==> src/rtl/uart_tx_holdshift_pkg.sv <==
package uart_tx_holdshift_pkg;

  typedef enum logic [1:0] {
    LINE_IDLE  = 2'd0,
    LINE_START = 2'd1,
    LINE_DATA  = 2'd2,
    LINE_STOP  = 2'd3
  } lineSel_e;

  typedef struct packed {
    logic     loadHold;   // copy host data into holding register
    logic     handoff;    // move holding register into shifter
    logic     shiftData;  // advance to next data bit
    lineSel_e lineSel;    // what the serial line shows
  } txStrobe_t;

endpackage

==> src/rtl/uart_tx_holdshift_ctrl.sv <==
module uart_tx_holdshift_ctrl
  import uart_tx_holdshift_pkg::*;
#(
  parameter int DATA_W     = 8,
  parameter int OVERSAMPLE = 16
) (
  input  logic      clk,
  input  logic      rstN,
  input  logic      tick,
  input  logic      wrEn,
  output txStrobe_t strobe,
  output logic      holdEmpty,
  output logic      txEmpty,
  output logic      wrOverrun
);
  localparam int FRAME_BITS = DATA_W + 2;
  localparam int CNT_W      = (OVERSAMPLE > 1) ? $clog2(OVERSAMPLE) : 1;
  localparam int IDX_W      = $clog2(FRAME_BITS);
  localparam logic [CNT_W-1:0] CNT_LAST  = CNT_W'(OVERSAMPLE - 1);
  localparam logic [IDX_W-1:0] IDX_LAST  = IDX_W'(FRAME_BITS - 1);
  localparam logic [IDX_W-1:0] IDX_FIRST = IDX_W'(1);
  localparam logic [IDX_W-1:0] IDX_DLAST = IDX_W'(DATA_W);

  logic             holdFull;
  logic             busy;
  logic             overrunQ;
  logic [CNT_W-1:0] tickCnt;
  logic [IDX_W-1:0] bitIdx;

  logic bitDone, lastBit, frameDone, shifterFree;
  logic doHandoff, doAccept, doReject;

  always_comb begin
    bitDone     = busy && tick && (tickCnt == CNT_LAST);
    lastBit     = (bitIdx == IDX_LAST);
    frameDone   = bitDone && lastBit;
    shifterFree = !busy || frameDone;
    doHandoff   = tick && holdFull && shifterFree;
    doAccept    = wrEn && (!holdFull || !busy);
    doReject    = wrEn && holdFull && busy;
  end

  always_ff @(posedge clk or negedge rstN) begin
    if (!rstN) begin
      holdFull <= 1'b0;
      busy     <= 1'b0;
      overrunQ <= 1'b0;
      tickCnt  <= '0;
      bitIdx   <= '0;
    end else begin
      if (doAccept)       holdFull <= 1'b1;
      else if (doHandoff) holdFull <= 1'b0;

      if (doHandoff)      busy <= 1'b1;
      else if (frameDone) busy <= 1'b0;

      if (doReject) overrunQ <= 1'b1;

      if (doHandoff) begin
        tickCnt <= '0;
        bitIdx  <= '0;
      end else if (busy && tick) begin
        tickCnt <= bitDone ? '0 : tickCnt + 1'b1;
        if (bitDone && !lastBit) bitIdx <= bitIdx + 1'b1;
      end
    end
  end

  always_comb begin
    strobe.loadHold  = doAccept;
    strobe.handoff   = doHandoff;
    strobe.shiftData = bitDone && (bitIdx >= IDX_FIRST) && (bitIdx <= IDX_DLAST);
    if (!busy)                  strobe.lineSel = LINE_IDLE;
    else if (bitIdx == '0)      strobe.lineSel = LINE_START;
    else if (lastBit)           strobe.lineSel = LINE_STOP;
    else                        strobe.lineSel = LINE_DATA;
  end

  assign holdEmpty = !holdFull;
  assign txEmpty   = !holdFull && !busy;
  assign wrOverrun = overrunQ;

endmodule

==> src/rtl/uart_tx_holdshift_dp.sv <==
module uart_tx_holdshift_dp
  import uart_tx_holdshift_pkg::*;
#(
  parameter int DATA_W = 8
) (
  input  logic              clk,
  input  logic              rstN,
  input  txStrobe_t         strobe,
  input  logic [DATA_W-1:0] wrData,
  output logic              txOut
);
  logic [DATA_W-1:0] holdReg;
  logic [DATA_W-1:0] shiftReg;

  always_ff @(posedge clk or negedge rstN) begin
    if (!rstN) begin
      holdReg  <= '0;
      shiftReg <= '0;
    end else begin
      if (strobe.handoff)        shiftReg <= holdReg;
      else if (strobe.shiftData) shiftReg <= {1'b0, shiftReg[DATA_W-1:1]};
      if (strobe.loadHold)       holdReg <= wrData;
    end
  end

  always_comb begin
    unique case (strobe.lineSel)
      LINE_START: txOut = 1'b0;
      LINE_DATA:  txOut = shiftReg[0];
      default:    txOut = 1'b1;
    endcase
  end

endmodule

==> src/rtl/uart_tx_holdshift.sv <==
module uart_tx_holdshift
  import uart_tx_holdshift_pkg::*;
#(
  parameter int DATA_W     = 8,
  parameter int OVERSAMPLE = 16
) (
  input  logic              clk,
  input  logic              rstN,
  input  logic              tick,
  input  logic              wrEn,
  input  logic [DATA_W-1:0] wrData,
  input  logic              irqEn,
  output logic              txOut,
  output logic              holdEmpty,
  output logic              txEmpty,
  output logic              wrOverrun,
  output logic              irqOut
);
  txStrobe_t strobe;

  uart_tx_holdshift_ctrl #(.DATA_W(DATA_W), .OVERSAMPLE(OVERSAMPLE)) u_ctrl (
    .clk(clk), .rstN(rstN), .tick(tick), .wrEn(wrEn),
    .strobe(strobe), .holdEmpty(holdEmpty), .txEmpty(txEmpty),
    .wrOverrun(wrOverrun)
  );

  uart_tx_holdshift_dp #(.DATA_W(DATA_W)) u_dp (
    .clk(clk), .rstN(rstN), .strobe(strobe), .wrData(wrData), .txOut(txOut)
  );

  assign irqOut = irqEn && holdEmpty;

endmodule

==> config.mk <==
export PLATFORM = sky130hd
export DESIGN_NAME = uart_tx_holdshift
export DESIGN_NICKNAME = d
export VERILOG_FILES = /design/src/rtl/uart_tx_holdshift_pkg.sv /design/src/rtl/uart_tx_holdshift_ctrl.sv /design/src/rtl/uart_tx_holdshift_dp.sv /design/src/rtl/uart_tx_holdshift.sv
export SDC_FILE = /design/constraint.sdc
export NUM_CORES = 1
export LEC_CHECK = 0
export ABC_AREA = 1
export CAP_MARGIN = 25
export CORE_UTILIZATION = 40
export DETAILED_ROUTE_END_ITERATION = 16
export DONT_BUFFER_PORTS = 1
export GPL_TIMING_DRIVEN = 0
export PLACE_DENSITY_LB_ADDON = 0.05
export REMOVE_ABC_BUFFERS = 1
export SLEW_MARGIN = 30
export SYNTH_ARGS = -nofsm -noshare
export SYNTH_HDL_FRONTEND = slang
export SYNTH_SLANG_ARGS = --single-unit
==> constraint.sdc <==
create_clock -name clk -period 1.8 [get_ports clk]
set_clock_uncertainty 0.15 [all_clocks]
set_input_delay 0.18 -clock clk [delete_from_list [all_inputs] [get_ports clk]]
set_output_delay 0.18 -clock clk [all_outputs]
set_load 0.02 [all_outputs]
After elaboration in Yosys (flattened, before gate mapping)
Index checks and enable logic that the tools add are counted.
W data, S select, Z words.
- register bits after elaboration: 27
- input port bits: 13
- output and inout port bits: 5
- word-level logic and storage cells: 56
- add/subtract/negate cells: 2
- $lt $le $gt $ge: 2
- equality and inequality tests: 4
- multiplexer cells: 16
- reductions and logical operators: 25
- operators with widths (operator ; number):
    $mux W4 ; 6
    $mux W8 ; 2
    $logic_and A1 B1 Y1 ; 13
    $reduce_bool A2 Y1 ; 5
    $add A4 B1 Y4 const B ; 2
    $eq A4 B4 Y1 const B ; 2
    $mux W1 ; 5
    $ge A4 B1 Y1 const B ; 1
    $le A4 B4 Y1 const B ; 1
    $logic_not A4 Y1 ; 1
    $mux W2 ; 2
    $logic_not A1 Y1 ; 3
    $eq A2 B1 Y1 const B ; 1
    $eq A2 B2 Y1 const B ; 1
    $logic_or A1 B1 Y1 ; 2
    $pmux W1 S2 ; 1
    $reduce_and A2 Y1 ; 1

Depth between registers and ports, before layout
- word-level depth: 7
- depth in mapped cells: 11
- depth with buffers taken out: 10

Modules after synthesis
From an unflattened synthesis, not the netlist that was laid out.
- cells, all modules: 180
- area total of the unflattened synthesis: 1435.1 µm²
- modules (own cells, without submodules) (module ; times used ; cells an instance ; area an instance (µm²) ; seq. area each (µm²)):
    uart_tx_holdshift_dp ; 1 ; 93 ; 734.5 ; 400.4
    uart_tx_holdshift_ctrl ; 1 ; 85 ; 693.2 ; 275.3
    uart_tx_holdshift ; 1 ; 2 ; 7.5 ; 0.0

Least setup slack after synthesis
Ideal clock, no wire load.
- path type: register to register
- start point: register u_ctrl.bitIdx[1]
- end point: register u_ctrl.bitIdx[2]
- setup time: 0.137 ns
- arrival time: 1.271 ns
- required time: 1.513 ns
- setup slack: 0.242 ns
- stages on the path, launching flop included: 11
- buffers on the path: 1
- clock period less this slack: 1.558 ns
- cells stage by stage: dfrtp_1 > inv_1 > ha_1 > inv_1 > nor2_2 > nand2_2 > nand2_4 > nand2_4 > buf_6 > nand3_1 > o21ai_1
- word-level cells in the longest chain between the ends: 6
- elaborated cells on any way between the ends: 13
- classes of those cells: 1 x add/sub; 1 x eq/ne; 3 x mux; 8 x reduce/logical
- RTL lines (element ; RTL line ; text):
    from (decl) ; uart_tx_holdshift_ctrl.sv:28 ; logic [IDX_W-1:0] bitIdx;
    from (signal assigned) ; uart_tx_holdshift_ctrl.sv:64 ; if (bitDone && !lastBit) bitIdx <= bitIdx + 1'b1;
    branches (longest 6 deep; another with $add A4 B1 Y4) ; -- ;
Parallel ways; which one is timed is not known. The select of a mux whose other input is x is not followed.
A chain may end at the register's enable or synchronous reset.

Worst setup path in the final report
- start point: register u_ctrl.bitIdx[0]
- end point: output port txOut
- word-level cells in the longest chain between the ends: 6
- elaborated cells on any way between the ends: 8
- classes of those cells: 3 x eq/ne; 4 x mux; 1 x reduce/logical
- RTL lines (element ; RTL line ; text):
    $eq A4 B4 Y1 ; uart_tx_holdshift_ctrl.sv:35 ; lastBit = (bitIdx == IDX_LAST);
    $mux W1 ; uart_tx_holdshift_ctrl.sv:75 ; else if (lastBit) strobe.lineSel = LINE_STOP;
    $mux W2 (*) ; uart_tx_holdshift_ctrl.sv:74 ; else if (bitIdx == '0) strobe.lineSel = LINE_START;
    $mux W2 (*) ; uart_tx_holdshift_ctrl.sv:73 ; if (!busy) strobe.lineSel = LINE_IDLE;
    $eq A2 B2 Y1 or $eq A2 B1 Y1 (tied branches) ; uart_tx_holdshift_dp.sv:27 ; unique case (strobe.lineSel)
    $pmux W1 S2 (*) ; uart_tx_holdshift_dp.sv:27 ;
    to (decl) ; uart_tx_holdshift.sv:13 ; output logic txOut,
Mark *: on every way between the ends. The rest lies on a longest branch, timed or not.

==> results by group <==
STA
  • FMAX: 566.8 MHz
  • Max-slew violation count: 0
  • Actual slew at the worst max-slew pin: approximately 0.5 ns
  • Period Utilization, post-route: 0.9802
  • RSZ-0062 raised after global routing: yes
  • Fin. Hold Viols: 0
  • Worst slew margin: 0.6601
  • Final min period: roughly 1.8 ns
  • Final setup TNS: 0 ns
  • Setup Viol. Count Final: 0

Clock tree
  • Clk buf depth: 2
  • Clock root buffer: clkbuf_4
  • Clk sink count: 27
  • TritonCTS clock tree: yes
  • Worst-Skew Late Latency: around 0.32 ns
  • Clock-pin slew on the worst setup and hold paths: ~0.15 ns
  • Clock H-tree levels: 1
  • Num CTS Buffers: 3

GRT
  • Grt total ovfl: 0
  • Met2 global-route usage: 0.2442
  • Vias in the first global route: ~950
  • Largest net degree at the start of global routing: 28
  • Busiest layer in global routing: met2
  • GR met3 Demand/Resource: 0.01863
  • Met1 global-route usage: 0.2075
  • First-pass GRT wire length: about 4300 um
  • GRT Total Usage: 0.1525
  • Initial antenna violation count: 0

Cells and area
  • Post-route insts no fill: between 200 and 250
  • Syn-to-layout area delta: 18.31%
  • Fin area: between 1500 and 2000 um^2
  • Layout net count: between 150 and 200
  • Share of cells above drive strength 1: 0.2023
  • FILL cells: 335
  • Antenna cells: 0

Logic synthesis
  • Register area share after synthesis: 0.4708
  • Synth async-reset ratio: 1.000
  • Ys Warns: 0
  • Seq cells post-synth: 27
  • Top FF cell, synth: dfrtp_1
  • Post-Syn Area: 1435 um^2
  • Post-synthesis instance total: 156
  • Number of synthesized flops with an enable pin: 0
  • Number of distinct library cells after synthesis: 25
  • Syn_area_per_cell: between 9 and 10 um^2

Job
  • Max cap viols: 0

Floorplan
  • Die Area: 3832 um^2
  • Horiz. Die Dim: approximately 62 um
  • Core box area: roughly 3400 um^2
  • Initial Util: 0.4234
  • Die H: 61.90 um
  • Number of cell rows: 21
  • # IOs: 18

Drt
  • Initial DRC count: just under 70
  • # DRC: 0
  • Drt pass-1 iters: 4
  • Wirelength, routed: between 2000 and 3000 um
  • Vias: 1,071
  • Routed length per placed instance: 12.19 um
  • Final ANT Viol Nets: 0
  • DR vias/cell: 4.890

Setup path
  • WP data arrival: ~1.4 ns
  • CP Class: register to primary output
  • CP max FO: 3
  • Startpoint types: register
  • Element type at the critical path end: primary output
  • Req. time, crit path: approximately 1.5 ns

Placed design
  • DP Cell Count: roughly 200
  • GPL Wtd Cong: around 0.76
  • Dpl cell area: 1445 um^2
  • # port buffers: 0
  • DP HPWL: 1728 um

Power and ir drop
  • LEAKAGE: roughly 0.82 nW
  • PwrDens: roughly 1000 nW/um^2
  • Worst VDD drop: around 0.44 mV

Outcome
  • Status: finished, final reports clean

Hold path
  • Hold Path Class: input port to register
[final timing paths]
path                             startpoint                 to  slack [ns]  cells after the start
setup / recovery           u_ctrl.bitIdx[0]              txOut        0.04                      6
hold / removal                         tick  u_ctrl.tickCnt[2]        0.05                      3
setup reg to reg           u_ctrl.bitIdx[0]   u_dp.shiftReg[0]        0.12                      8
hold reg to reg             u_dp.holdReg[7]   u_dp.shiftReg[7]        0.35                      2
max in group asynchronous              rstN   u_ctrl.bitIdx[0]        1.22                      2
min in group asynchronous              rstN   u_ctrl.bitIdx[0]        0.12                      2
[critical path, cell delays in order, from the launching register on]
cell and delay, ns:
dfrtp_2 0.46, ha_4 0.17, inv_4 0.07, nor2_4 0.04, or2_4 0.23, nand2_4 0.07
nand2_4 0.06
[through the flow]
stage          worst slack (ns)  total power [W]  hold WS, ns    util
6_report                0.03572         0.001705      0.04555  0.5009
5_1_grt                -0.03773         0.001844      0.06533  0.5009
4_1_cts                -0.07603         0.001679      0.02959  0.4847
3_5_place_dp            -0.1147         0.001335      -0.2649  0.4264
3_3_place_gp           -0.09865         0.001318      -0.2649  0.4264
2_1_floorplan            0.1637         0.001248      -0.2656       -
[layer usage]
metal / share of wire / vias up
met1: 0.49 / 507
met2: 0.48 / 9
met5: 0 / -
met3: 0.018 / 2
li1: - / 553
met4: 0.0071 / 0
[cells in the final DEF, fill, tap and decap left out, drive strengths merged, types with 3 or more instances in the layout]
cell type and instances:
nand2 43, dfrtp 27, nand3 24, inv 12, dlygate4sd3 11, nor2 9
mux2 7, o21ai 7, nand4 6, buf 6, nand3b 5, ha 5
clkbuf 4, xor2 3
[synthesized netlist by cell type (2+ instances only)]
library cell	number	area, um^2
nor2_1	7	26.28
dfrtp_1	27	675.7
nand3_1	22	110.1
nand3b_1	5	37.54
nand4_1	6	37.54
nand2_4	2	22.52
inv_1	11	41.29
o21ai_0	2	10.01
xor2_1	3	26.28
nand2_1	40	150.1
mux2_2	7	78.83
buf_6	3	33.78
ha_1	5	62.56
o21ai_1	5	25.02
[flip-flops by register name (all words and copies together) (netlist names)]
name / cells
u_ctrl.wrOverrun: 1
u_dp.holdReg: 8
u_ctrl.holdFull: 1
u_ctrl.tickCnt: 4
u_ctrl.busy: 1
u_dp.shiftReg: 8
u_ctrl.bitIdx: 4
[power breakdown]
group / total [W] / internal [W] / switching, W
sequential: 0.000896 / 0.000786 / 0.000109
combinational: 0.000539 / 0.000259 / 0.000281
clock: 0.000270 / 0.0000868 / 0.000183
[timing repair]
item / in CTS / in global routing
endpoints found under the hold margin: 37 / 0
resized for setup: 5 / 11
endpoints found under the setup margin: 18 / 17
setup buffers: 4 / 1
pin swaps: 1 / 2
hold buffers: 12 / 0
[logic make-up (layout without fill, tap and decap cells)]
group	count (synthesis)	count (layout)	synth area share
AND/OR/NAND/NOR	88	88	0.3078
flip-flops	27	27	0.4708
buffers and inverters	16	33	0.06451
AO/OA/AOI/OAI	9	9	0.03400
multiplexers	7	7	0.05493
adder cells (fa/ha/maj)	5	5	0.04359
XOR/XNOR	4	4	0.02442
[cell type report]
class / count / area [um^2] / area share
Clock buffer: 4 / 26.28 / 0.01548
Inverter: 12 / 47.55 / 0.02800
Timing Repair Buffer: 17 / 167.7 / 0.09875
Tap cell: 46 / 57.56 / 0.03390
Multi-Input combinational cell: 113 / 721.9 / 0.4252
Sequential cell: 27 / 676.9 / 0.3987
No activity file was read; power rests on OpenSTA's default activity.
